`src/rtl/netctl_pkg.sv`:
```
// netctl_pkg: slot numbers, the window geometry and the bank-field
// encoding shared by the register-file modules.
// Assumes a 32-slot byte register space.
package netctl_pkg;

    localparam int SLOTS      = 32;
    localparam int SLOT_W     = $clog2(SLOTS);
    localparam int WIN_BYTES  = 8;
    localparam int WIN_IDX_W  = $clog2(WIN_BYTES);
    localparam int STA_BYTES  = 6;

    localparam logic [SLOT_W-1:0] S_TXSTAT = SLOT_W'(0);
    localparam logic [SLOT_W-1:0] S_RXSTAT = SLOT_W'(1);
    localparam logic [SLOT_W-1:0] S_TXCTL  = SLOT_W'(2);
    localparam logic [SLOT_W-1:0] S_RXCTL  = SLOT_W'(3);
    localparam logic [SLOT_W-1:0] S_MODE   = SLOT_W'(6);
    localparam logic [SLOT_W-1:0] S_CFG    = SLOT_W'(7);
    localparam logic [SLOT_W-1:0] S_EECTL  = SLOT_W'(16);
    localparam logic [SLOT_W-1:0] S_EEDAT  = SLOT_W'(17);

    typedef enum logic [1:0] {
        BANK_STATION = 2'b00,
        BANK_MCAST   = 2'b01,
        BANK_BUFPORT = 2'b10,
        BANK_STA_ALT = 2'b11
    } bank_e;

    // Number of window banks that hold plain byte storage besides the station bank.
    localparam int EXTRA_BANKS = 2;

endpackage

```
`src/rtl/netctl_addr_decode.sv`:
```
// netctl_addr_decode: turns a host byte address into a slot number.
// Assumes ADDR_MULT >= 1. Addresses whose quotient reaches 32 are
// flagged out of range. in_window marks slots 8..15.
module netctl_addr_decode
    import netctl_pkg::*;
#(
    parameter int ADDR_W    = 7,
    parameter int ADDR_MULT = 2
) (
    input  logic [ADDR_W-1:0] addr,
    output logic [SLOT_W-1:0] slot,
    output logic              in_range,
    output logic              in_window
);

    logic [31:0] quotient;

    // Divide the address by the multiplier and classify the result.
    always_comb begin
        quotient  = 32'(addr) / 32'(ADDR_MULT);
        slot      = quotient[SLOT_W-1:0];
        in_range  = (quotient < 32'(SLOTS));
        in_window = in_range && (slot[SLOT_W-1:WIN_IDX_W] == (SLOT_W-WIN_IDX_W)'(1));
    end

endmodule

```
`src/rtl/netctl_byte_bank.sv`:
```
// netctl_byte_bank: N bytes of register storage with one write port
// and one combinational read port. Each byte resets to its slice of
// INIT, with byte 0 taken from the most significant byte. A read index
// at or above N returns 0, and a write there is dropped.
module netctl_byte_bank #(
    parameter int           N     = 8,
    parameter int           IDX_W = 3,
    parameter logic [N*8-1:0] INIT = '0
) (
    input  logic             clk,
    input  logic             rst_n,
    input  logic             we,
    input  logic [IDX_W-1:0] widx,
    input  logic [7:0]       wdata,
    input  logic [IDX_W-1:0] ridx,
    output logic [7:0]       rdata
);

    logic [7:0] mem [N];

    // Reset every byte to its initial value, or write the indexed byte.
    always_ff @(posedge clk) begin
        for (int i = 0; i < N; i++) begin
            if (!rst_n)
                mem[i] <= INIT[(N-1-i)*8 +: 8];
            else if (we && (int'(widx) == i))
                mem[i] <= wdata;
        end
    end

    // Return the indexed byte, or 0 past the end of the bank.
    always_comb begin
        rdata = '0;
        for (int i = 0; i < N; i++)
            if (int'(ridx) == i)
                rdata = mem[i];
    end

endmodule

```
`src/rtl/netctl_regfile.sv`:
```
// netctl_regfile: byte register file of a simple Ethernet controller.
// The bank field in slot 7 steers the window at slots 8..15 to the
// station bytes, the multicast bank or the buffer-port bank. Slot 7
// bits [7:4] return a fixed identification nibble. Slots 0 and 1 are
// set by events and cleared by the host. Slots 16 and 17 hand EEPROM
// control and data bits to an external serial engine.
// Assumes one host access per cycle and a synchronous active-low reset.
module netctl_regfile
    import netctl_pkg::*;
#(
    parameter int          ADDR_W       = 7,
    parameter int          ADDR_MULT    = 2,
    parameter logic [3:0]  ID_CODE      = 4'h6,
    parameter logic [47:0] STATION_ADDR = 48'h0A1B2C3D4E5F
) (
    input  logic              clk,
    input  logic              rst_n,
    input  logic [ADDR_W-1:0] bus_addr,
    input  logic              bus_we,
    input  logic [7:0]        bus_wdata,
    output logic [7:0]        bus_rdata,
    input  logic [7:0]        tx_evt,
    input  logic [7:0]        rx_evt,
    output logic [3:0]        ee_ctl_o,
    output logic              ee_data_o,
    input  logic              ee_load_i,
    input  logic              ee_bit_i
);

    localparam logic [WIN_IDX_W-1:0] STA_LAST = WIN_IDX_W'(STA_BYTES - 1);

    logic [SLOT_W-1:0]    slot;
    logic                 in_range;
    logic                 in_window;
    logic                 wr;
    logic [WIN_IDX_W-1:0] win_idx;
    bank_e                bank;

    logic [7:0] tx_stat_q, rx_stat_q;
    logic [7:0] tx_ctl_q, rx_ctl_q, mode_q;
    logic [3:0] cfg_low_q;
    logic [3:0] ee_ctl_q;
    logic       ee_dat_q;
    logic       past_ok;

    logic       sta_we;
    logic [7:0] sta_rd;
    logic       xbank_we [EXTRA_BANKS];
    logic [7:0] xbank_rd [EXTRA_BANKS];

    netctl_addr_decode #(
        .ADDR_W   (ADDR_W),
        .ADDR_MULT(ADDR_MULT)
    ) u_decode (
        .addr     (bus_addr),
        .slot     (slot),
        .in_range (in_range),
        .in_window(in_window)
    );

    // Qualify the write strobe and pick out the window byte and the bank.
    always_comb begin
        wr      = bus_we && in_range;
        win_idx = slot[WIN_IDX_W-1:0];
        bank    = bank_e'(cfg_low_q[3:2]);
    end

    // Steer window writes to the bank the field selects.
    always_comb begin
        sta_we      = wr && in_window && (bank == BANK_STATION || bank == BANK_STA_ALT)
                      && (win_idx <= STA_LAST);
        xbank_we[0] = wr && in_window && (bank == BANK_MCAST);
        xbank_we[1] = wr && in_window && (bank == BANK_BUFPORT);
    end

    netctl_byte_bank #(
        .N    (STA_BYTES),
        .IDX_W(WIN_IDX_W),
        .INIT (STATION_ADDR[STA_BYTES*8-1:0])
    ) u_station (
        .clk  (clk),
        .rst_n(rst_n),
        .we   (sta_we),
        .widx (win_idx),
        .wdata(bus_wdata),
        .ridx (win_idx),
        .rdata(sta_rd)
    );

    // One plain byte bank for the multicast filter and one for the buffer port.
    for (genvar b = 0; b < EXTRA_BANKS; b++) begin : g_xbank
        netctl_byte_bank #(
            .N    (WIN_BYTES),
            .IDX_W(WIN_IDX_W),
            .INIT ('0)
        ) u_bank (
            .clk  (clk),
            .rst_n(rst_n),
            .we   (xbank_we[b]),
            .widx (win_idx),
            .wdata(bus_wdata),
            .ridx (win_idx),
            .rdata(xbank_rd[b])
        );
    end

    // Status bytes: a host write clears its 1 bits, and events set bits afterwards.
    always_ff @(posedge clk) begin
        if (!rst_n) begin
            tx_stat_q <= '0;
            rx_stat_q <= '0;
        end else begin
            tx_stat_q <= (tx_stat_q & ~((wr && slot == S_TXSTAT) ? bus_wdata : 8'h00)) | tx_evt;
            rx_stat_q <= (rx_stat_q & ~((wr && slot == S_RXSTAT) ? bus_wdata : 8'h00)) | rx_evt;
        end
    end

    // Plain control bytes and the writable low nibble of the configuration slot.
    always_ff @(posedge clk) begin
        if (!rst_n) begin
            tx_ctl_q  <= '0;
            rx_ctl_q  <= '0;
            mode_q    <= '0;
            cfg_low_q <= '0;
        end else if (wr) begin
            case (slot)
                S_TXCTL: tx_ctl_q  <= bus_wdata;
                S_RXCTL: rx_ctl_q  <= bus_wdata;
                S_MODE:  mode_q    <= bus_wdata;
                S_CFG:   cfg_low_q <= bus_wdata[3:0];
                default: ;
            endcase
        end
    end

    // EEPROM control bits, and the data bit loaded by the host or by the engine.
    always_ff @(posedge clk) begin
        if (!rst_n) begin
            ee_ctl_q <= '0;
            ee_dat_q <= 1'b0;
        end else begin
            if (wr && slot == S_EECTL)
                ee_ctl_q <= bus_wdata[3:0];
            if (ee_load_i)
                ee_dat_q <= ee_bit_i;
            else if (wr && slot == S_EEDAT)
                ee_dat_q <= bus_wdata[0];
        end
    end

    // Drive the EEPROM engine from the stored bits.
    always_comb begin
        ee_ctl_o  = ee_ctl_q;
        ee_data_o = ee_dat_q;
    end

    // Select the read byte for the addressed slot, with 0 for unimplemented slots.
    always_comb begin
        bus_rdata = 8'h00;
        if (in_window) begin
            case (bank)
                BANK_MCAST:   bus_rdata = xbank_rd[0];
                BANK_BUFPORT: bus_rdata = xbank_rd[1];
                default:      bus_rdata = sta_rd;
            endcase
        end else if (in_range) begin
            case (slot)
                S_TXSTAT: bus_rdata = tx_stat_q;
                S_RXSTAT: bus_rdata = rx_stat_q;
                S_TXCTL:  bus_rdata = tx_ctl_q;
                S_RXCTL:  bus_rdata = rx_ctl_q;
                S_MODE:   bus_rdata = mode_q;
                S_CFG:    bus_rdata = {ID_CODE, cfg_low_q};
                S_EECTL:  bus_rdata = {4'h0, ee_ctl_q};
                S_EEDAT:  bus_rdata = {7'h00, ee_dat_q};
                default:  bus_rdata = 8'h00;
            endcase
        end
    end

    // Mark the cycles that have a fully defined previous cycle.
    always_ff @(posedge clk) begin
        if (!rst_n) past_ok <= 1'b0;
        else        past_ok <= 1'b1;
    end

    AST_W1C_CLEARS: assert property (@(posedge clk) disable iff (!rst_n)
        past_ok && $past(bus_we && in_range && slot == S_TXSTAT)
        |-> ((tx_stat_q & $past(bus_wdata) & ~$past(tx_evt)) == 8'h00));

    AST_CFG_LOW_WRITE: assert property (@(posedge clk) disable iff (!rst_n)
        past_ok && $past(bus_we && in_range && slot == S_CFG)
        |-> (cfg_low_q == $past(bus_wdata[3:0])));

    AST_EE_CTL_MASK: assert property (@(posedge clk) disable iff (!rst_n)
        past_ok && $past(bus_we && in_range && slot == S_EECTL)
        |-> (ee_ctl_o == $past(bus_wdata[3:0])));

    AST_EE_LOAD_WINS: assert property (@(posedge clk) disable iff (!rst_n)
        past_ok && $past(ee_load_i) |-> (ee_data_o == $past(ee_bit_i)));

    AST_OUT_OF_RANGE_ZERO: assert property (@(posedge clk) disable iff (!rst_n)
        !in_range |-> (bus_rdata == 8'h00));

endmodule

```
`config.mk`:
```
export PLATFORM = sky130hd
export DESIGN_NAME = netctl_regfile
export DESIGN_NICKNAME = d
export VERILOG_FILES = /design/src/rtl/netctl_pkg.sv /design/src/rtl/netctl_addr_decode.sv /design/src/rtl/netctl_byte_bank.sv /design/src/rtl/netctl_regfile.sv
export SDC_FILE = /design/constraint.sdc
export NUM_CORES = 1
export LEC_CHECK = 0
export BUFFER_PORTS_ARGS = -buffer_cell sky130_fd_sc_hd__buf_4
export CORE_MARGIN = 2
export CORE_UTILIZATION = 35
export CTS_CLUSTER_DIAMETER = 150
export DETAILED_ROUTE_END_ITERATION = 16
export SYNTH_ARGS = -nofsm -noshare
export SYNTH_HDL_FRONTEND = slang
export SYNTH_HIERARCHICAL = 1
export SYNTH_SLANG_ARGS = --single-unit
```
`constraint.sdc`:
```
create_clock -name clk -period 2.65 [get_ports clk]
set_clock_uncertainty 0.05 [all_clocks]
set_input_delay 0.53 -clock clk [delete_from_list [all_inputs] [get_ports clk]]
set_output_delay 0.53 -clock clk [all_outputs]
set_load 0.03 [all_outputs]
```
; Yosys cells after proc, flatten, opt, wreduce, memory -nomap -nowiden
; Memories as Yosys holds them, arrays and structs flattened.
; Cells that the tools add are included.
[op_classes]
magnitude_cmp = 2
eq_ne = 18
mux = 119
bitwise = 28
reduce_logical = 42
[ops]
columns = operator, count
row1 = 8-bit two-way mux, 48
row2 = 1-bit two-way mux, 69
row3 = 8-bit case mux with 8 select lines, 1
row4 = 1-bit logical AND, 33
row5 = 1-bit OR, 22
row6 = 8-bit AND, 2
row7 = 8-bit inverter, 2
row8 = 8-bit OR, 2
row9 = 8-bit case mux with 2 select lines, 1
row10 = "3-bit == test, second input constant", 4
row11 = "5-bit by 2-bit == test with 1-bit output, second input constant", 2
row12 = "5-bit by 3-bit == test with 1-bit output, second input constant", 2
row13 = "5-bit == test, second input constant", 2
row14 = 2-bit AND reduction, 4
row15 = "3-bit by 2-bit == test with 1-bit output, second input constant", 2
row16 = "6-bit less-than comparator, second input constant", 1
row17 = "5-bit by 1-bit == test with 1-bit output, second input constant", 1
row18 = 5-bit logical NOT, 1
row19 = "2-bit by 1-bit == test with 1-bit output, second input constant", 2
row20 = "2-bit == test, second input constant", 2
row21 = "3-bit by 1-bit == test with 1-bit output, second input constant", 1
row22 = "3-bit <= comparator, second input constant", 1
row23 = 3-bit logical NOT, 1
row24 = 2-bit logical NOT, 1
row25 = other kinds (2), 2
[word_totals]
ff_bits = 49
ramBits = 176
inputBits = 36
out_inout_bits = 13
elab_cells = 220
mem_count = 3
[mem_list]
columns = memory, words, width, read_ports, rd_clocked_by_memory_dff, write_ports, line_no
row1 = g_xbank[0].u_bank.mem, 8, 8, 8, 0, 8, netctl_byte_bank.sv:19  ; logic [7:0] mem [N];
row2 = g_xbank[1].u_bank.mem, 8, 8, 8, 0, 8, netctl_byte_bank.sv:19
row3 = u_station.mem, 6, 8, 6, 0, 6, netctl_byte_bank.sv:19

; Depth between registers and ports, before layout
[depth]
depth_word = 11
mapped_depth = 9
ltp_nobuf = 7

; By module
; Netlist, hierarchy kept.
[by_module_without_submodules]
columns = mod, n_inst, cells_per_inst, area_per_inst_um2, seq_area_each_um2
row1 = netctl_byte_bank at g_xbank[0].u_bank ..., 2, 196, 2989.1, 1921.8
row2 = netctl_regfile, 1, 254, 2602.5, 980.9
row3 = netctl_byte_bank at u_station, 1, 164, 2270.9, 1441.4
row4 = netctl_addr_decode, 1, 7, 53.8, 0.0

; Worst setup path before layout
; Ideal clock, no wire load.
[synth_path]
path_kind = in2out
start = input port bus_addr[2]
end = output port bus_rdata[0]
arrival_ns = 2.531
required_ns = 2.070
setup_slack_ns = -0.461
stages = 8
path_buffers = 3
cell_sequence = buf_4 -> buf_6 -> buf_12 -> mux4_1 -> mux2_2 -> a221o_1 -> o211ai_1 -> o21ai_0
[synth_lines]
columns = item, line_no
row1 = from (decl), netctl_regfile.sv:18  ; input logic [ADDR_W-1:0] bus_addr,
row2 = to (decl), netctl_regfile.sv:21  ; output logic [7:0] bus_rdata,

==> impl_metrics.csv <==
group,metric,value,unit
run_status,violations,"setup timing",
timing,tightest_slew,0.4928,ns
synthesis,synth_largest_area_cell,"edfxtp_1",
critical_path,crit_buf_inv,1,
worst_hold_path,hold_path.class,"in2reg",
critical_path,cp_max_fo,1,
synthesis,post-synth-top-count-cell,"edfxtp_1",
critical_path,r2r_end,"u_station/mem[0][2]$_SDFFCE_PN0P_",
critical_path,rr_startpoint,"cfg_low_q[2]$_SDFFE_PN0P_",
flow_run,maxCapViolCount,0,
timing,hold_viol_final,0,
routing,drc,0,
place,numPortBuffers,47,
clock_network,cts_buffer_depth,3,
place,hpwl,18270,um
floorplan,fp.dieW,180.5,um
timing,fin_crit_sh,116.2,%
critical_path,critical-path-top-delay-family,"multiplexers",
pwr,ir_drop,0.5309,mV
clock_network,cts.sinks,225,
routing,postRouteAntennaNets,0,
clock_network,cts_tree,"built",
clock_network,clk_pin_slew_worst_paths,0.06,ns
timing,setup_slack,-0.4294,ns
timing,timing.final.crit_period,3.079,ns
synthesis,synth_top_area_share,48.46,%
final_layout,multi_input_area,0.004202,sq mm
routing,wl_per_cell,20.32,um
critical_path,path_class,"reg2out",
critical_path,cp-startpoint,"g_xbank[1].u_bank/mem[1][18]$_SDFFCE_PN0P_",
timing,setup_viol_count_final,8,
final_layout,n_fill_cell,2856,
synthesis,avgSynthCellArea,13.35,sq um
timing,rsz0062_at_grt,"true",
global_routing,gr-total-overflow,0,
routing,via_per_inst,5.359,
final_layout,final_net_count,987,
floorplan,rows,64,
synthesis,synthDistinctLibCells,49,
critical_path,slowest_delay,0.48,ns
critical_path,cp-end-kind,"primary output",
floorplan,die_h,180.5,um
final_layout,seqCellArea,0.006266,sq mm
synthesis,yosysSeqAreaShare,57.46,%
critical_path,required,2.07,ns
pwr,p_leak,4.889,nW
clock_network,cts_hold_buffers,0,
floorplan,die_area,0.03259,sq mm
synthesis,ys_top_cells_by_area,"edfxtp_1 48%, dfxtp_1 9.0%, mux4_1 7.2%, mux2i_1 5.9%, nor3_1 4.5%",
clock_network,numCtsBuffers,26,
final_layout,final_layout_size_suffix_gt1_share,31.06,%
routing,wl,27750,um
timing,fmax,324.7,MHz
critical_path,cp.depth,6,
global_routing,grt_usage,17.09,%
critical_path,path_cells,"mux4_2 -> mux2_4 -> a221o_1 -> o211ai_1 -> o21ai_2 -> buf_6",
clock_network,clkLatencyLatePin,0.53,ns
timing,whs,0.1585,ns
synthesis,async_reset_ff_share,0,%
global_routing,antenna_found_initial,0,
critical_path,cp.arrival,2.50,ns
global_routing,grt_max_degree,42,
synthesis,synth_area,0.01091,sq mm
final_layout,syn2layout_area_growth,23.51,%
synthesis,synthCells,817,
critical_path,r2r_setup_slack,0.18,ns
synthesis,yosysWarnings,6,
critical_path,timing.critical_path.slowest_stage_cell,"mux4_2",
pwr,power_density,619.7,mW/mm^2
clock_network,htreeDepth,1,
floorplan,top_level_ports,49,
synthesis,syn_nets,855,
synthesis,synth_common_cells,"176 x edfxtp_1, 97 x nor3_1, 64 x mux2i_1",
global_routing,grt_pass1_wl,43980,um
critical_path,worstRegToRegCells,9,
critical_path,critical_path.endpoint,"bus_rdata[2]",
clock_network,clockRootBuffer,"clkbuf_16",
run_status,status,"finished with violations",
routing,drtPass1Iterations,5,
place,routabilityCongestion,0.7741,
synthesis,ys_ff_latch,225,
timing,slew_headroom,67.14,%
pwr,power,8.347,mW
synthesis,synth-edff-count,176,
global_routing,grt_pass1_vias,7536,
routing,drt-initial-drc-count,499,
floorplan,fp.coreArea,0.03067,sq mm
floorplan,initial_utilization,35.56,%
timing,drv_slew,0,
routing,vias,7320,
critical_path,start_kind,"flip-flop",
final_layout,utilization,43.92,%
synthesis,synthFlopType,"edfxtp_1",
cells in the final DEF (no fill, tap or decap), types with 17 or more instances in the layout:
cell type / synthesis / layout
dfxtp_1: 49 / 49
inv_1: 22 / 22
mux4_2: 7 / 35
edfxtp_1: 176 / 176
o21a_1: 26 / 26
mux2i_1: 64 / 64
buf_4: 8 / 153
nand2b_1: 17 / 17
or3_1: 18 / 18
nor2b_1: 32 / 32
and2_1: 24 / 24
nor4_1: 33 / 33
clkbuf_16: 0 / 28
nor3_1: 97 / 97
metal layers:
layer / track usage [%] / vias up / share of wire [%]
met2: 27.21 / 167 / 47
met1: 24.96 / 3652 / 46
li1: - / 3459 / -
met5: 0 / - / 0
met3: 2.021 / 42 / 4.7
met4: 4.097 / 0 / 2.2
cells by family (layout without fill, tap and decap cells):
logic type | count (synthesis) | in the layout | share of synthesized area [%]
AO/OA/AOI/OAI | 109 | 109 | 7.171
adder cells (fa/ha/maj) | 2 | 2 | 0.2294
buffers and inverters | 95 | 247 | 4.199
flip-flops | 225 | 225 | 57.46
multiplexers | 122 | 122 | 16.72
other | 0 | 1 | 0
AND/OR/NAND/NOR | 264 | 264 | 14.23
metrics by stage:
| stage | setup slack (ns) | instance area (sq um) | TNS [ns] | instances |
|---|---|---|---|---|
| 2_1_floorplan | -0.1701 | 10950 | -2.459 | 817 |
| 3_5_place_dp | -0.4936 | 12370 | -9.446 | 1303 |
| 5_1_grt | -0.4807 | 13470 | -3.209 | 1365 |
| 3_3_place_gp | -0.4705 | 12370 | -7.688 | 1303 |
| 4_1_cts | -0.4291 | 13440 | -2.898 | 1365 |
| 6_report | -0.4294 | 13470 | -2.712 | 1366 |
flip-flops by register name, summed over array words and instances (netlist names):
name and count:
ee_data_o 1, ee_ctl_o 4, rx_ctl_q 8, mode_q 8, tx_stat_q 8, cfg_low_q 4
g_xbank.u_bank/mem 128, u_station/mem 48, rx_stat_q 8, tx_ctl_q 8
power breakdown:
part           internal [mW]  total (mW)  switching [mW]
Clock                   2.20        3.59            1.38
Sequential              3.92        3.96          0.0413
Combinational          0.372       0.802           0.429
how the worst min path moves through the flow:
stage / from / to / cells after the start
floorplan: mode_q[0]$_SDFFE_PN0P_ / mode_q[0]$_SDFFE_PN0P_ / 2
global placement: tx_ctl_q[5]$_SDFFE_PN0P_ / tx_ctl_q[5]$_SDFFE_PN0P_ / 2
detailed placement: tx_ctl_q[3]$_SDFFE_PN0P_ / tx_ctl_q[3]$_SDFFE_PN0P_ / 2
CTS: tx_evt[0] / tx_stat_q[0]$_SDFF_PN0_ / 2
global route: rx_evt[1] / rx_stat_q[1]$_SDFF_PN0_ / 2
finish: tx_evt[0] / tx_stat_q[0]$_SDFF_PN0_ / 2
final cells by class:
cell class	count	share of cell area, %
multi-input cells	497	31.19
clock buffers	45	6.428
repair buffers	176	11.38
diodes	1	0.01858
flip-flops and latches	225	46.52
inverters	23	0.6410
well taps	396	3.679
clock inverters	3	0.1393
what timing repair did:
item / in CTS / in global routing
buffers inserted: 12 / 0
gates cloned: 2 / 0
resized for setup: 39 / 13
pin swaps: 8 / 3
endpoints found under the setup margin: 28 / 20
No activity file was read; power rests on OpenSTA's default activity.
